`src/rtl/cfg_stream_engine.sv`:
```
module cfg_stream_engine #(
  parameter int          DEPTH     = 16,
  parameter logic [63:0] HDR_VAL   = 64'h3000_0000_1000_0005,
  parameter logic [63:0] ID_LO_VAL = 64'h0123_4567_89AB_CDEF,
  parameter logic [63:0] ID_HI_VAL = 64'hFEDC_BA98_7654_3210
) (
  input  logic        clk,
  input  logic        rst_n,
  input  logic        bus_wr,
  input  logic [7:0]  bus_addr,
  input  logic [63:0] bus_wdata,
  output logic [63:0] bus_rdata,
  output logic        snk_valid,
  output logic [31:0] snk_data,
  output logic [2:0]  snk_region,
  input  logic        snk_ready,
  input  logic        snk_op_err,
  input  logic        snk_crc_err,
  input  logic        snk_image_err
);
  localparam int AW = (DEPTH > 1) ? $clog2(DEPTH) : 1;
  localparam int CW = $clog2(DEPTH + 1);
  localparam logic [7:0] A_HDR  = 8'h00;
  localparam logic [7:0] A_CTRL = 8'h08;
  localparam logic [7:0] A_STAT = 8'h10;
  localparam logic [7:0] A_DATA = 8'h18;
  localparam logic [7:0] A_ERR  = 8'h20;
  localparam logic [7:0] A_IDL  = 8'hA8;
  localparam logic [7:0] A_IDH  = 8'hB0;

  logic          rst_req, rst_ack, start, done_req;
  logic [2:0]    region;
  logic [4:0]    err;
  logic [31:0]   mem [DEPTH];
  logic [AW-1:0] wp, rp;
  logic [CW-1:0] count;

  logic wr_ctrl, wr_data, wr_err, eng_rst, accepting, full, empty, push, pop, finish;
  logic proto_ev, ovf_ev;
  logic [4:0] err_set, err_clr;
  logic [8:0] credit;
  logic [2:0] ctl_code;
  logic [3:0] host_code;
  logic       busy;

  assign wr_ctrl   = bus_wr && bus_addr == A_CTRL;
  assign wr_data   = bus_wr && bus_addr == A_DATA;
  assign wr_err    = bus_wr && bus_addr == A_ERR;
  assign eng_rst   = rst_req || (wr_ctrl && bus_wdata[0]);
  assign accepting = start && !done_req;
  assign full      = count == CW'(DEPTH);
  assign empty     = count == '0;
  assign push      = wr_data && accepting && !full && !eng_rst;
  assign pop       = snk_valid && snk_ready;
  assign finish    = start && done_req && empty;
  assign proto_ev  = wr_data && !accepting;
  assign ovf_ev    = wr_data && accepting && full;
  assign err_set   = {ovf_ev, proto_ev, snk_image_err, snk_crc_err, snk_op_err};
  assign err_clr   = wr_err ? bus_wdata[4:0] : 5'b0;

  assign credit    = 9'(DEPTH) - 9'(count);
  assign ctl_code  = rst_req ? 3'd1 : accepting ? 3'd2 : start ? 3'd3 : 3'd0;
  assign host_code = (|err) ? 4'd8 : accepting ? 4'd1 : start ? 4'd2 : 4'd0;
  assign busy      = rst_req || start || !empty || (|err);

  assign snk_valid  = !empty;
  assign snk_data   = mem[rp];
  assign snk_region = region;

  always_comb begin
    case (bus_addr)
      A_HDR:   bus_rdata = HDR_VAL;
      A_CTRL:  bus_rdata = {50'b0, done_req, start, 2'b0, region, 2'b0, rst_ack, 3'b0, rst_req};
      A_STAT:  bus_rdata = {36'b0, host_code, 1'b0, ctl_code, 3'b0, busy, 7'b0, credit};
      A_ERR:   bus_rdata = {59'b0, err};
      A_IDL:   bus_rdata = ID_LO_VAL;
      A_IDH:   bus_rdata = ID_HI_VAL;
      default: bus_rdata = 64'b0;
    endcase
  end

  always_ff @(posedge clk)
    if (push) mem[wp] <= bus_wdata[31:0];

  always_ff @(posedge clk or negedge rst_n) begin
    if (!rst_n) begin
      wp <= '0;
      rp <= '0;
      count <= '0;
    end else if (eng_rst) begin
      wp <= '0;
      rp <= '0;
      count <= '0;
    end else begin
      if (push) wp <= (wp == AW'(DEPTH - 1)) ? '0 : wp + 1'b1;
      if (pop)  rp <= (rp == AW'(DEPTH - 1)) ? '0 : rp + 1'b1;
      count <= count + CW'(push) - CW'(pop);
    end
  end

  always_ff @(posedge clk or negedge rst_n) begin
    if (!rst_n) begin
      rst_req  <= 1'b0;
      rst_ack  <= 1'b0;
      region   <= 3'b0;
      start    <= 1'b0;
      done_req <= 1'b0;
      err      <= 5'b0;
    end else begin
      rst_ack <= rst_req;
      if (wr_ctrl) begin
        rst_req <= bus_wdata[0];
        region  <= bus_wdata[9:7];
      end
      if (eng_rst || finish)              start <= 1'b0;
      else if (wr_ctrl && bus_wdata[12])  start <= 1'b1;
      if (eng_rst || finish)                      done_req <= 1'b0;
      else if (wr_ctrl && bus_wdata[13] && start) done_req <= 1'b1;
      err <= (err & ~err_clr) | err_set;
    end
  end
endmodule


```
`config.mk`:
```
export PLATFORM = sky130hd
export DESIGN_NAME = cfg_stream_engine
export DESIGN_NICKNAME = d
export VERILOG_FILES = /design/src/rtl/cfg_stream_engine.sv
export SDC_FILE = /design/constraint.sdc
export NUM_CORES = 1
export LEC_CHECK = 0
export BUFFER_PORTS_ARGS = -buffer_cell sky130_fd_sc_hd__buf_4
export CAP_MARGIN = 25
export CORE_MARGIN = 2
export CORE_UTILIZATION = 64
export DETAILED_ROUTE_END_ITERATION = 6
export PLACE_DENSITY_LB_ADDON = 0.25
export SETUP_SLACK_MARGIN = 0.05
export SLEW_MARGIN = 20
export SYNTH_ARGS = -nofsm -noshare
export SYNTH_HDL_FRONTEND = slang
export SYNTH_SLANG_ARGS = --single-unit
```
`constraint.sdc`:
```
create_clock -name clk -period 10.65 [get_ports clk]
set_clock_uncertainty 0.15 [all_clocks]
set_input_delay 0.5325 -clock clk [delete_from_list [all_inputs] [get_ports clk]]
set_output_delay 0.5325 -clock clk [all_outputs]
set_load 0.03 [all_outputs]
```
==> impl_results.md <==
* Worst-case clock buffer depth at 3
* Count of final setup violators at 0
* Worst slew margin at 28.8%
* Leakage power at 8.24 nW
* Post-route DRC violation count at 0
* Cell with the most instances on the worst path: buf_4
* Clock-pin slew reported for the worst setup and hold paths after clock tree synthesis at 0.06 ns
* DP Wirelength at 23600 µm
* Delay contributed by the slowest stage of the critical path at 1.05 ns
* Placeable Area at 32700 µm²
* Required time of the critical path at 9.97 ns
* Worst Hold Class: in -> reg
* Instance area at placement at 22700 µm²
* Max Transition Viols Final at 0
* Setup TNS at 0 ns
* Critical path start-end classification: reg -> out
* Slew at the pin closest to its max-slew limit at 1.07 ns
* Final Hold Viols at 0
* Final min period at 4.43 ns
* Root buf cell: clkbuf_16
* Ratio of routed vias to standard cells at 6.58
* Effective utilization at floorplan at around 65%
* Fmax at approximately 0.23 GHz
* Critical Path Slowest Stage Cell: dfrtp_4
* Overall routed net length at 48000 µm
* Inserted Diodes at 0
* Most common flop cell mapped by yosys: edfxtp_1
* Yosys reg bits at 537
* Vertical extent of the die at ~190 µm
* DIE AREA at 34800 µm²
* Post-synth net total at 1151
* Sequential element share of the synthesized area at about three quarters
* Average footprint of a synthesized cell at slightly above 20 µm²
* Clock insertion delay at the later pin of the skew report at 0.56 ns
* Wire per inst at 28.9 µm
* Gates resized, CTS repair at 0
* I/O pin count at between 150 and 200
* Max-cap violation count at 0
* Number of buffers added for setup after CTS at 0
* Portion of the clock cycle consumed by the worst path in the final layout at 41.6%
* Crit path max-delay family: flip-flops
* Grt ovf at 0
* Proportion of layout cells with a drive suffix above 1 at 32.8%
* Maximum number of pins on one net before global-route repair at 74
* Sort of element at the end of the critical path: primary output
* Nets at ~1300
* CTS buffer count at 50
* Async SR Flop Fraction at 4.66%
* CP Launch Type: flip-flop
* Remaining number of nets flagged by the antenna check after routing at 0
* Area of all placed cells without fillers at 24300 µm²
* Setup repair after global routing missed its margin: no
* FP Rows at 66
* Initial detailed-routing violation count at approximately 1300
* Overall routing resource usage at 28.1%
* Most frequent cells in the layout: edfxtp_1 (512), buf_4 (170), mux4_2 (128), a22oi_1 (64), nand2_1 (61)
* TritonCTS sink count at 537
* Vias in the first global route at 11400
* CTS H-tree depth at 2
* Count of mapped cells out of synthesis at 1055
* Router iterations before antenna repair at 5
* EDFF count, synth at ~510
* Power per unit of standard cell area at 232 nW/µm²
* Most common cell after layout, fill and taps aside: edfxtp_1
* CTS tree: built
* Crit path cell chain: buf_4 > mux4_2 > a22oi_1 > nand2_1 > buf_4
* Antenna violations before repair at 1
* Port Buffers at 146
* RD Place Congestion at 0.899
* Final Total Pwr at 5.65 mW
* Synth warnings at 0
* Wire length of the first global-routing pass at ~71000 µm
* Die Width at roughly 190 µm
* IR drop worst, VDD at between 0.0001 and 0.00015 V
* Mapped Area at 21300 µm²
* Status: complete, no violations
* Count of cell types in the netlist at 56
* Via count at 10900
* Data arrival at the endpoint of the critical path at 3.75 ns
* Synthesis-to-finish area growth at 13.9%
* Maximum fanout count along the critical path at 49
* Number of buffers and inverters on the critical path at 2
## worst register-to-register path, stage by stage, from the launching register on
cell and delay (ns):
dfrtp_1 0.41, inv_1 0.11, ha_1 0.22, and2_1 0.18, ha_1 0.23, nor3b_1 0.27, nand4_1 0.45, nor3_1 0.40
and2_2 0.72, buf_4 0.48
## per-stage QoR
stage | util (%) | hold slack (ns) | std cells | setup WS [ns]
CTS | 74.3 | 0.0879 | 1663 | 6.15
finish | 74.3 | 0.108 | 1664 | 6.22
global placement | 69.3 | 0.305 | 1566 | 6.78
global route | 74.3 | 0.110 | 1664 | 5.92
floorplan | - | 0.0869 | 1055 | 5.31
detailed placement | 69.3 | 0.309 | 1566 | 6.71
## cells in the mapped netlist (3+ instances only)
| library cell | instances | area share, % |
|---|---|---|
| nor2_1 | 21 | 0.37 |
| buf_2 | 16 | 0.38 |
| nand2_1 | 61 | 1.1 |
| inv_1 | 17 | 0.30 |
| a21oi_1 | 10 | 0.23 |
| clkbuf_1 | 32 | 0.56 |
| nand2b_1 | 4 | 0.12 |
| nand4_1 | 4 | 0.12 |
| nor2b_1 | 3 | 0.088 |
| mux2_2 | 4 | 0.21 |
| ha_1 | 16 | 0.94 |
| xor2_1 | 3 | 0.12 |
| mux4_2 | 128 | 14 |
| buf_1 | 6 | 0.11 |
| and2_1 | 5 | 0.15 |
| xnor2_1 | 4 | 0.16 |
| nand3_1 | 11 | 0.26 |
| edfxtp_1 | 512 | 72 |
| nor3_1 | 9 | 0.21 |
| buf_4 | 44 | 1.5 |
| a21o_1 | 6 | 0.21 |
| o21ai_0 | 6 | 0.14 |
| dfrtp_1 | 25 | 2.9 |
| a221o_1 | 3 | 0.14 |
| a22oi_1 | 64 | 2.3 |
| and3_1 | 4 | 0.12 |
## registers in the layout (all words and copies together), names as in the netlist
register	flops
err	5
done_req	1
wp	4
start	1
mem	512
rp	4
rst_req	1
count	5
rst_ack	1
snk_region	3
## layer usage
layer  wire length (µm)  share of wire, %  global-route usage (%)
met1              17000                35                    37.1
met2              24400                51                    47.0
met3               5220                11                    6.66
met4               1380               2.9                    9.25
met5                  0                 0                       0
## what timing repair did
item,4_1_cts,5_1_grt
hold buffers,4,0
setup endpoints to repair,0,0
hold endpoints to repair,28,0
## final cells by class
type                            count  area [µm²]
Clock inverter                     25         186
Clock buffer                       68        1390
Inverter                           18        68.8
Sequential cell                   537       16000
Multi-Input combinational cell    400        4780
Timing Repair Buffer              174        1320
Tap cell                          442         553
Fill cell                        1856        8400
## cells by family after synthesis
logic type	share of synthesized area [%]
DFF	75.0
and+or+nand+nor	3.36
muxes	13.7
buffers and inverters	3.02
AOI/OAI and AO/OA	3.57
adders and majority gates	1.03
xor gates and xnor gates	0.287
## where the power goes
group	total (mW)	internal [mW]	switching [mW]
sequential	2.44	2.33	0.113
clock	1.72	0.986	0.737
combinational	1.48	0.663	0.818
total	5.65	3.98	1.67
## final timing paths
check	start	end	slack, ns	cells past startpoint
max in group asynchronous	rst_n	rp[1]	9.80	2
worst max register to register	count[1]	mem[10][3]	6.65	9
worst min-delay path	bus_wr	err[4]	0.11	2
worst max-delay path	rp[0]	snk_data[18]	6.22	5
worst min register to register	err[2]	err[2]	0.39	1
min in group asynchronous	rst_n	err[1]	0.26	2
Power figures use the tool's default switching activity.
